[config.mk]
export PLATFORM = sky130hd
export DESIGN_NAME = bridge_window_policy
export DESIGN_NICKNAME = d
export VERILOG_FILES = /design/src/rtl/bwp_pkg.sv /design/src/rtl/bwp_window_bank.sv /design/src/rtl/bwp_ib_stage.sv /design/src/rtl/bwp_ob_stage.sv /design/src/rtl/bridge_window_policy.sv
export SDC_FILE = /design/constraint.sdc
export NUM_CORES = 2
export LEC_CHECK = 0
export BUFFER_PORTS_ARGS = -buffer_cell sky130_fd_sc_hd__clkbuf_2
export CAP_MARGIN = 20
export CORE_ASPECT_RATIO = 1.1
export CORE_MARGIN = 5
export CORE_UTILIZATION = 48
export DETAILED_ROUTE_END_ITERATION = 6
export GPL_TIMING_DRIVEN = 0
export MAX_ROUTING_LAYER = met4
export PLACE_DENSITY_LB_ADDON = 0.2
export SETUP_SLACK_MARGIN = 0.3
export SLEW_MARGIN = 10
export SYNTH_ARGS = -nofsm -noshare
export SYNTH_HDL_FRONTEND = slang
export SYNTH_SLANG_ARGS = --single-unit
[constraint.sdc]
create_clock -name clk -period 1.8 [get_ports clk]
set_input_delay 0.45 -clock clk [delete_from_list [all_inputs] [get_ports clk]]
set_output_delay 0.45 -clock clk [all_outputs]
set_load 0.05 [all_outputs]
[src/rtl/bwp_pkg.sv]
package bwp_pkg;
  typedef enum logic [1:0] {
    WIN_RECV = 2'd0,
    WIN_POST = 2'd1,
    WIN_PREF = 2'd2,
    WIN_UNC  = 2'd3
  } win_type_e;

  typedef enum logic [1:0] {
    FLD_BASE = 2'd0,
    FLD_MASK = 2'd1,
    FLD_EN   = 2'd2,
    FLD_RSVD = 2'd3
  } win_field_e;

  typedef enum logic [1:0] {
    OB_READ  = 2'd0,
    OB_WRITE = 2'd1,
    OB_SPEC  = 2'd2,
    OB_FETCH = 2'd3
  } ob_kind_e;

  localparam int NUM_WIN_TYPES = 4;
  localparam logic [1:0] RSP_OK = 2'b00;

  function automatic logic kind_is_spec(input logic [1:0] k);
    return (k == OB_SPEC) || (k == OB_FETCH);
  endfunction
endpackage

[src/rtl/bwp_window_bank.sv]
module bwp_window_bank
  import bwp_pkg::*;
#(
  parameter int ADDR_W  = 32,
  parameter int NUM_WIN = 4,
  localparam int IDX_W  = (NUM_WIN > 1) ? $clog2(NUM_WIN) : 1
) (
  input  logic              clk,
  input  logic              rst_n,
  input  logic              wr_en,
  input  logic [IDX_W-1:0]  wr_idx,
  input  logic [1:0]        wr_field,
  input  logic [ADDR_W-1:0] wr_data,
  input  logic [ADDR_W-1:0] probe_addr,
  output logic              hit
);
  logic [NUM_WIN-1:0][ADDR_W-1:0] base_q;
  logic [NUM_WIN-1:0][ADDR_W-1:0] mask_q;
  logic [NUM_WIN-1:0]             en_q;
  logic [NUM_WIN-1:0]             match;

  always_ff @(posedge clk) begin
    if (!rst_n) begin
      base_q <= '0;
      mask_q <= '0;
      en_q   <= '0;
    end else if (wr_en) begin
      for (int w = 0; w < NUM_WIN; w++) begin
        if (wr_idx == IDX_W'(w)) begin
          case (wr_field)
            FLD_BASE: base_q[w] <= wr_data;
            FLD_MASK: mask_q[w] <= wr_data;
            FLD_EN:   en_q[w]   <= wr_data[0];
            default:  ;
          endcase
        end
      end
    end
  end

  for (genvar w = 0; w < NUM_WIN; w++) begin : g_cmp
    assign match[w] = en_q[w] &&
                      ((probe_addr & mask_q[w]) == (base_q[w] & mask_q[w]));
  end

  assign hit = |match;

  // a hit needs some enabled entry
  a_r1_hit_needs_enable: assert property (@(posedge clk) disable iff (!rst_n)
    hit |-> (en_q != '0));

  // the reserved field code leaves every entry untouched
  a_r11_rsvd_field_inert: assert property (@(posedge clk) disable iff (!rst_n)
    (wr_en && wr_field == FLD_RSVD) |=>
      ($stable(base_q) && $stable(mask_q) && $stable(en_q)));
endmodule

[src/rtl/bwp_ib_stage.sv]
module bwp_ib_stage
  import bwp_pkg::*;
#(
  parameter int ADDR_W = 32
) (
  input  logic              clk,
  input  logic              rst_n,
  input  logic              mode_device,
  input  logic              recv_hit,
  input  logic              unc_hit,
  input  logic              in_valid,
  output logic              in_ready,
  input  logic [ADDR_W-1:0] in_addr,
  input  logic              in_write,
  output logic              out_valid,
  input  logic              out_ready,
  output logic [ADDR_W-1:0] out_addr,
  output logic              out_write,
  output logic              out_p2p,
  output logic              out_uncached
);
  logic              vld_q;
  logic [ADDR_W-1:0] addr_q;
  logic              write_q, p2p_q, unc_q;
  logic              load, p2p_n, unc_n;

  assign in_ready = !vld_q || out_ready;
  assign load     = in_valid && in_ready;
  assign p2p_n    = !mode_device && !recv_hit;
  assign unc_n    = unc_hit && !p2p_n;

  always_ff @(posedge clk) begin
    if (!rst_n) begin
      vld_q   <= 1'b0;
      addr_q  <= '0;
      write_q <= 1'b0;
      p2p_q   <= 1'b0;
      unc_q   <= 1'b0;
    end else if (load) begin
      vld_q   <= 1'b1;
      addr_q  <= in_addr;
      write_q <= in_write;
      p2p_q   <= p2p_n;
      unc_q   <= unc_n;
    end else if (out_ready) begin
      vld_q <= 1'b0;
    end
  end

  assign out_valid    = vld_q;
  assign out_addr     = addr_q;
  assign out_write    = write_q;
  assign out_p2p      = p2p_q;
  assign out_uncached = unc_q;

  // a stalled inbound result keeps its payload
  a_r9_ib_hold: assert property (@(posedge clk) disable iff (!rst_n)
    (out_valid && !out_ready) |=>
      (out_valid && $stable(out_addr) && $stable(out_p2p) && $stable(out_uncached)));

  // accepted request appears after the edge
  a_r9_ib_present: assert property (@(posedge clk) disable iff (!rst_n)
    (in_valid && in_ready) |=> out_valid);

  // device mode never reflects
  a_r4_device_no_p2p: assert property (@(posedge clk) disable iff (!rst_n)
    (in_valid && in_ready && mode_device) |=> !out_p2p);

  // bridge-mode miss is reflected
  a_r3_miss_reflect: assert property (@(posedge clk) disable iff (!rst_n)
    (in_valid && in_ready && !mode_device && !recv_hit) |=> (out_p2p && !out_uncached));

  // bridge-mode hit goes inward
  a_r2_hit_inward: assert property (@(posedge clk) disable iff (!rst_n)
    (in_valid && in_ready && recv_hit) |=> !out_p2p);
endmodule

[src/rtl/bwp_ob_stage.sv]
module bwp_ob_stage
  import bwp_pkg::*;
#(
  parameter int ADDR_W = 32,
  parameter int DATA_W = 64
) (
  input  logic              clk,
  input  logic              rst_n,
  input  logic              post_hit,
  input  logic              pref_hit,
  input  logic              req_valid,
  output logic              req_ready,
  input  logic [ADDR_W-1:0] req_addr,
  input  logic [1:0]        req_kind,
  output logic              lk_valid,
  input  logic              lk_ready,
  output logic [ADDR_W-1:0] lk_addr,
  output logic [1:0]        lk_kind,
  output logic              lk_posted,
  output logic              rsp_valid,
  input  logic              rsp_ready,
  output logic [DATA_W-1:0] rsp_data,
  output logic [1:0]        rsp_status,
  output logic              wr_done
);
  logic              vld_q, local_q, posted_q;
  logic [ADDR_W-1:0] addr_q;
  logic [1:0]        kind_q;
  logic              drain, load, local_n, posted_n;

  assign local_n  = kind_is_spec(req_kind) && !pref_hit;
  assign posted_n = (req_kind == OB_WRITE) && post_hit;
  assign drain    = local_q ? rsp_ready : lk_ready;
  assign req_ready = !vld_q || drain;
  assign load     = req_valid && req_ready;

  always_ff @(posedge clk) begin
    if (!rst_n) begin
      vld_q    <= 1'b0;
      local_q  <= 1'b0;
      posted_q <= 1'b0;
      addr_q   <= '0;
      kind_q   <= OB_READ;
    end else if (load) begin
      vld_q    <= 1'b1;
      local_q  <= local_n;
      posted_q <= posted_n;
      addr_q   <= req_addr;
      kind_q   <= req_kind;
    end else if (drain) begin
      vld_q <= 1'b0;
    end
  end

  assign lk_valid   = vld_q && !local_q;
  assign lk_addr    = addr_q;
  assign lk_kind    = kind_q;
  assign lk_posted  = posted_q;
  assign rsp_valid  = vld_q && local_q;
  assign rsp_data   = '1;
  assign rsp_status = RSP_OK;
  assign wr_done    = lk_valid && lk_ready && posted_q;

  // one destination at a time
  a_r9_ob_route_excl: assert property (@(posedge clk) disable iff (!rst_n)
    $onehot0({lk_valid, rsp_valid}));

  // a stalled link request keeps its payload
  a_r9_lk_hold: assert property (@(posedge clk) disable iff (!rst_n)
    (lk_valid && !lk_ready) |=>
      (lk_valid && $stable(lk_addr) && $stable(lk_kind) && $stable(lk_posted)));

  // unprefetchable speculative read is answered locally next cycle
  a_r7_local_next: assert property (@(posedge clk) disable iff (!rst_n)
    (req_valid && req_ready && kind_is_spec(req_kind) && !pref_hit) |=>
      (rsp_valid && !lk_valid));

  // non-speculative requests always go to the link
  a_r8_nonspec_link: assert property (@(posedge clk) disable iff (!rst_n)
    (req_valid && req_ready && !kind_is_spec(req_kind)) |=> (lk_valid && !rsp_valid));

  // early completion only for a write handed to the link
  a_r6_done_is_write: assert property (@(posedge clk) disable iff (!rst_n)
    wr_done |-> (lk_kind == OB_WRITE && lk_valid && lk_ready));

  // post-window miss stays non-posted
  a_r6_miss_nonposted: assert property (@(posedge clk) disable iff (!rst_n)
    (req_valid && req_ready && req_kind == OB_WRITE && !post_hit) |=> !lk_posted);
endmodule

[src/rtl/bridge_window_policy.sv]
module bridge_window_policy
  import bwp_pkg::*;
#(
  parameter int ADDR_W  = 32,
  parameter int DATA_W  = 64,
  parameter int NUM_WIN = 4,
  localparam int IDX_W  = (NUM_WIN > 1) ? $clog2(NUM_WIN) : 1
) (
  input  logic              clk,
  input  logic              rst_n,
  input  logic              mode_device,
  input  logic              cfg_we,
  input  logic [1:0]        cfg_type,
  input  logic [IDX_W-1:0]  cfg_idx,
  input  logic [1:0]        cfg_field,
  input  logic [ADDR_W-1:0] cfg_wdata,
  input  logic              ib_valid,
  output logic              ib_ready,
  input  logic [ADDR_W-1:0] ib_addr,
  input  logic              ib_write,
  output logic              ibo_valid,
  input  logic              ibo_ready,
  output logic [ADDR_W-1:0] ibo_addr,
  output logic              ibo_write,
  output logic              ibo_p2p,
  output logic              ibo_uncached,
  input  logic              ob_valid,
  output logic              ob_ready,
  input  logic [ADDR_W-1:0] ob_addr,
  input  logic [1:0]        ob_kind,
  output logic              lk_valid,
  input  logic              lk_ready,
  output logic [ADDR_W-1:0] lk_addr,
  output logic [1:0]        lk_kind,
  output logic              lk_posted,
  output logic              rsp_valid,
  input  logic              rsp_ready,
  output logic [DATA_W-1:0] rsp_data,
  output logic [1:0]        rsp_status,
  output logic              wr_done
);
  logic [NUM_WIN_TYPES-1:0] type_hit;

  for (genvar t = 0; t < NUM_WIN_TYPES; t++) begin : g_bank
    localparam bit INBOUND = (t == int'(WIN_RECV)) || (t == int'(WIN_UNC));
    logic [ADDR_W-1:0] probe;
    assign probe = INBOUND ? ib_addr : ob_addr;

    bwp_window_bank #(
      .ADDR_W (ADDR_W),
      .NUM_WIN(NUM_WIN)
    ) u_bank (
      .clk       (clk),
      .rst_n     (rst_n),
      .wr_en     (cfg_we && (cfg_type == 2'(t))),
      .wr_idx    (cfg_idx),
      .wr_field  (cfg_field),
      .wr_data   (cfg_wdata),
      .probe_addr(probe),
      .hit       (type_hit[t])
    );
  end

  bwp_ib_stage #(.ADDR_W(ADDR_W)) u_ib (
    .clk         (clk),
    .rst_n       (rst_n),
    .mode_device (mode_device),
    .recv_hit    (type_hit[WIN_RECV]),
    .unc_hit     (type_hit[WIN_UNC]),
    .in_valid    (ib_valid),
    .in_ready    (ib_ready),
    .in_addr     (ib_addr),
    .in_write    (ib_write),
    .out_valid   (ibo_valid),
    .out_ready   (ibo_ready),
    .out_addr    (ibo_addr),
    .out_write   (ibo_write),
    .out_p2p     (ibo_p2p),
    .out_uncached(ibo_uncached)
  );

  bwp_ob_stage #(.ADDR_W(ADDR_W), .DATA_W(DATA_W)) u_ob (
    .clk       (clk),
    .rst_n     (rst_n),
    .post_hit  (type_hit[WIN_POST]),
    .pref_hit  (type_hit[WIN_PREF]),
    .req_valid (ob_valid),
    .req_ready (ob_ready),
    .req_addr  (ob_addr),
    .req_kind  (ob_kind),
    .lk_valid  (lk_valid),
    .lk_ready  (lk_ready),
    .lk_addr   (lk_addr),
    .lk_kind   (lk_kind),
    .lk_posted (lk_posted),
    .rsp_valid (rsp_valid),
    .rsp_ready (rsp_ready),
    .rsp_data  (rsp_data),
    .rsp_status(rsp_status),
    .wr_done   (wr_done)
  );

  // reflected traffic is never tagged uncached
  a_r5_p2p_not_uncached: assert property (@(posedge clk) disable iff (!rst_n)
    ibo_valid |-> !(ibo_p2p && ibo_uncached));
endmodule

Word level (Yosys, flattened, before mapping)
Cells that the tools add are included.
- bits of input ports: 114
- register bits: 1113
- word-level logic and storage cells: 219
- output and inout bits: 142
- reductions and logical operators: 97
- eq/ne operators: 27
- mux-type cells: 5
- bitwise gates (word level): 32
- operator list (cell ; count):
    32-bit bitwise AND ; 32
    32-bit == test ; 16
    3-bit AND reduction ; 48
    1-bit logical AND ; 30
    4-bit OR reduction ; 4
    2-bit == test, second input constant ; 7
    2-bit by 1-bit == test with 1-bit output, second input constant ; 4
    1-bit logical NOT ; 7
    2-bit logical NOT ; 3
    1-bit 2-to-1 mux ; 5
    2-bit nonzero test ; 2
    1-bit logical OR ; 3

Depth between registers and ports, before layout
- word-level depth: 8
- mapped depth: 8
- gate-level depth less buffers: 7

Modules after synthesis
From an unflattened synthesis, not the netlist that was laid out.
- cells, all modules: 5975
- area, all modules: 49955.4 um^2
- modules (own cells, without submodules) (module ; area each (um^2) ; cells an instance ; instances ; seq. area each (um^2)):
    bwp_window_bank ; 11596.1 ; 1395 ; 4 ; 5205.0
    bwp_ob_stage ; 2048.2 ; 233 ; 1 ; 740.7
    bwp_ib_stage ; 1485.2 ; 158 ; 1 ; 720.7
    bridge_window_policy ; 37.5 ; 4 ; 1 ; 0.0

Worst setup path after synthesis
No wires, ideal clock.
- kind: register to output
- from: register u_ob.vld_q
- to: output port wr_done
- arrival: 1656 ps
- path buffers: 0
- slack: -306 ps
- cell stages (with the launch flop): 3
- data required time: 1350 ps
- path through: dfxtp_1 nor2b_1 and3_1
- word-level cells in the longest chain between the ends: 3
- ends and longest elaborated chain (what ; line ; RTL):
    start: declaration ; bwp_ob_stage.sv:26 ; logic vld_q, local_q, posted_q;
    start signal: assignment ; bwp_ob_stage.sv:39 ; vld_q <= 1'b0;
    start signal: assignment ; bwp_ob_stage.sv:45 ; vld_q <= 1'b1;
    start signal: assignment ; bwp_ob_stage.sv:51 ; vld_q <= 1'b0;
    1-bit logical AND ; bwp_ob_stage.sv:55 ; assign lk_valid = vld_q && !local_q;
    net lk_valid ; bridge_window_policy.sv:31 ; output logic lk_valid,
    1-bit logical AND (2 in series) ; bwp_ob_stage.sv:62 ; assign wr_done = lk_valid && lk_ready && posted_q;
    end: declaration ; bridge_window_policy.sv:40 ; output logic wr_done
The timed path passes the listed nets, and every way through them passes these cells.

Final worst setup path
- from: register u_ob.local_q
- to: register u_ob.posted_q (netlist: u_ob.lk_posted)
- word-level cells in the longest chain between the ends: 3
- ends and longest elaborated chain (what ; line ; RTL):
    start: declaration ; bwp_ob_stage.sv:26 ;
    start signal: assignment ; bwp_ob_stage.sv:46 ; local_q <= local_n;
    1-bit 2-to-1 mux ; bwp_ob_stage.sv:33 ; assign drain = local_q ? rsp_ready : lk_ready;
    1-bit logical OR ; bwp_ob_stage.sv:34 ; assign req_ready = !vld_q || drain;
    1-bit logical AND ; bwp_ob_stage.sv:35 ; assign load = req_valid && req_ready;
    end signal: assignment ; bwp_ob_stage.sv:47 ; posted_q <= posted_n;
    end: declaration ; bwp_ob_stage.sv:26 ;
No other way between the ends.
A chain may end at the register's enable or synchronous reset.

==> reports/metrics.cfg <==
[run_status]
outcome=finished with violations
violated_checks=setup timing

[synthesis]
synth_cell_types=46
synthXorXnorAreaFrac=0.0908
ys_ff_latch=1113
basic_gate_share_of_the_synthesized_area_counting_and_or_nand_and_nor_cells=0.193
synth-adder-area-share=0
async_flop_share=0
ys_dominant_reg_cell=dfxtp_1
synth_top_family_by_area=compound AO/OA/AOI/OAI gates
mux_contribution_to_synthesized_area=0.000203
seq_area_frac_synth=0.451
synth-compound-area-share=0.209
ys.warnings.count=0
synthesis.instances=5999
post_synth_instance_area_sq_um=49400
synth_enable_flop_cells=0
post_synth.cell_area_avg_sq_um=8.23

[cts]
cts_tree=built
cts_made_buffers=119
cts.clk_slew.worst_paths_ns=0.06
cts_max_path_buffers=3
clock_tree.htree_level_count=3
clk_root_buffer_cell=clkbuf_16
clock_latency_ns=0.73
cts_num_sinks=1113

[global_route]
antenna_found_initial=7
number_of_global_route_vias_before_repair=42113
pin_count_of_the_biggest_net_entering_global_routing=16
grtUsageMet1=0.494
grt_util_met2=0.545
grt_use_met3=0.0869
gr-usage-all-layers=0.383
globalRoute.busiestLayer=met2
grt_remaining_overflow=0
grt_pass1_wl_um=298000

[die]
std_cell_rows=123
design.portCount=256
dieHeight_um=346
core-area_sq_um=102000
dieArea_sq_um=109000
dieWidth_um=316
initial_cell_density_of_the_core=0.483

[power]
design_power_total_uw=56500
p_int_uw=41500
power.clock.fraction=0.451
power_switching_uw=15000
power-per-cell-area_nw_per_um2=936
switching_share=0.265
cellLeakagePower_uw=0.0224
power_frac_comb=0.106
max-vdd-ir-drop_mv=0.849
power.sequential.fraction=0.443

[layout]
layout.cell_area.non_filler_sq_um=60300
post_route_cells_drive_above_1_share=0.149
area_growth_from_synthesis_to_final_layout_pct=22.2
layout_net_count=6507

[placement]
hpwlAfterDp_um=147000
place_congestion=0.995
portBuffers=120
postPlaceCellArea_sq_um=53300

[sta]
final.setup.worst_slack_ns=-0.279
final-setup-viol-count=8
layout_worst_path_cycle_share=1.15
grt_setup_unrepaired=yes
worst_clock_skew_ns=0.0291
slew_headroom=0.103
timing.fmax_mhz=481
fin_worst_hold_slack_ns=0.0395
layout_min_cycle_time_ns=2.08
worst_slew_pin_slew_ns=1.35
hold_violations=0
slew_violations=0

[routing]
detailroute.via_count=45720
viasPerCell=5.81
drt_iter0_drc=5969
routed_wl_um=215000
drt_pre_antenna_iters=6
detail-route-antenna-nets=0
remaining_drc_errors=0
routedWlPerCell_um=27.3

[hold_path]
hold_path_startpoint=ob_addr[18]
whs_endpoint=u_ob.lk_addr[18]
holdPathStages=3
worst_hold_path_type=input pin to flop

[setup_path]
worst-endpoint-arrival_ns=2.69
crit-reg2reg-capture=u_ob.lk_posted
setup.worst_path.class=flop to flop
critPathLaunchType=flop
reg2reg_from=u_ob.local_q
reg2reg_slack_ns=-0.28
endpoint_kind_of_the_worst_setup_timing_path=flop
required_ns=2.41
reg2regPathDepth=7
crit_fanout=6

[job]
max-cap-violations=0

[area by class of cell]
| type | count | area, sq um |
|---|---|---|
| antenna | 5 | 12.5 |
| buffer | 570 | 3630 |
| clock buffer | 181 | 3630 |
| clock inverter | 34 | 364 |
| fill | 9080 | 41800 |
| inverter | 1 | 3.75 |
| multi-input combinational | 4379 | 25400 |
| sequential | 1113 | 22400 |
| tap | 1375 | 1720 |
| timing repair buffer | 209 | 3100 |
[per-stage QoR]
stage / util / setup TNS [ns] / setup slack, ns / std cells
after floorplan: - / -0.0338 / -0.0321 / 6063
after global placement: 0.515 / -893.40 / -1.26 / 7558
after detailed placement: 0.521 / -747.84 / -1.27 / 7602
after CTS: 0.581 / -1.29 / -0.259 / 7831
after global routing: 0.590 / -1.61 / -0.306 / 7866
final: 0.590 / -1.43 / -0.279 / 7867
[sequential cells by signal (all words and copies together), names as in the netlist]
signal,flops
u_ob.vld_q,1
u_ib.out_valid,1
u_ob.local_q,1
u_ob.lk_kind,2
u_ob.lk_addr,32
g_bank.u_bank.en_q,16
u_ob.lk_posted,1
u_ib.out_uncached,1
u_ib.out_write,1
u_ib.out_addr,32
g_bank.u_bank.mask_q,512
u_ib.out_p2p,1
g_bank.u_bank.base_q,512
[per-layer routing]
| metal | vias up | share of wire | wire, um |
|---|---|---|---|
| met5 | - | 0 | 0 |
| met4 | 0 | 0.078 | 16800 |
| met3 | 788 | 0.12 | 26100 |
| met2 | 2850 | 0.42 | 89700 |
| met1 | 21838 | 0.38 | 82400 |
| li1 | 20244 | - | - |
[critical path, stage by stage (launching register included)]
cell      delay (ns)
dfxtp_4         0.37
mux2i_4         0.20
nand2_4         0.09
buf_6           0.12
nand2_8         0.07
nor3b_1         0.66
o41ai_2         0.25
a21boi_1        0.23
[cell usage in the layout, fill, tap and decap left out, types with 66 or more instances in the layout]
| master | instances |
|---|---|
| dfxtp_1 | 1032 |
| buf_4 | 116 |
| xor2_1 | 505 |
| buf_8 | 68 |
| clkbuf_1 | 269 |
| a21boi_1 | 735 |
| nand2_1 | 2231 |
| clkbuf_16 | 188 |
| conb_1 | 66 |
| clkbuf_2 | 108 |
| buf_6 | 89 |
| a22oi_1 | 186 |
| a21boi_0 | 352 |
[power by group through the flow]
stage	clock network [uW]	registers [uW]	logic, uW
2_1_floorplan	0	25800	2460
4_1_cts	25400	25000	5490
5_1_grt	26400	25000	5960
3_3_place_gp	0	25500	4930
6_report	25500	25000	5980
3_5_place_dp	0	25500	5080
[cells in the mapped netlist (all sizes together), types with 2 or more instances]
cell type  number  area share
a21boi       1110        0.17
a221oi         16      0.0035
a222oi         16      0.0032
a22o           16      0.0028
a22oi         192       0.029
and2            4     0.00051
and3            2     0.00025
buf           233       0.030
clkbuf        337       0.026
conb            2     0.00015
dfxtp        1113        0.45
nand2        2266        0.17
nand2b          6     0.00091
nand3          13      0.0013
nand4          64      0.0081
nor2           43      0.0045
nor2b           2     0.00025
nor3            5     0.00051
nor3b           2     0.00030
nor4           11      0.0014
o21ai           4     0.00041
o22ai           3     0.00038
or2             5     0.00063
or3            10      0.0014
or4             2     0.00038
xor2          512       0.091
[kinds of logic after synthesis]
family	after synthesis
flops	1113
xor+xnor	512
mux	1
other cells	2
simple gates	2439
buf+inv	571
compound gates	1361
[repair_timing]
action	CTS	global route
setup buffers	11	22
hold buffers	3	0
gates cloned	0	3
hold endpoints to repair	3	0
pin swaps	25	54
gates resized for setup	437	325
endpoints found under the setup margin	1113	914
[worst max-delay path by stage]
stage,from,to,slack [ns],cells after the start
floorplan,ib_addr[10],u_ib.out_uncached,-0.03,8
global placement,cfg_idx[0],g_bank[3].u_bank.base_q[82],-1.26,7
detailed placement,ob_addr[15],u_ob.lk_posted,-1.27,7
CTS,u_ob.vld_q,wr_done,-0.26,3
global route,g_bank[1].u_bank.base_q[21],u_ob.lk_posted,-0.31,6
finish,u_ob.local_q,u_ob.lk_posted,-0.28,7
Note: power is estimated with default switching activity, not from simulation.
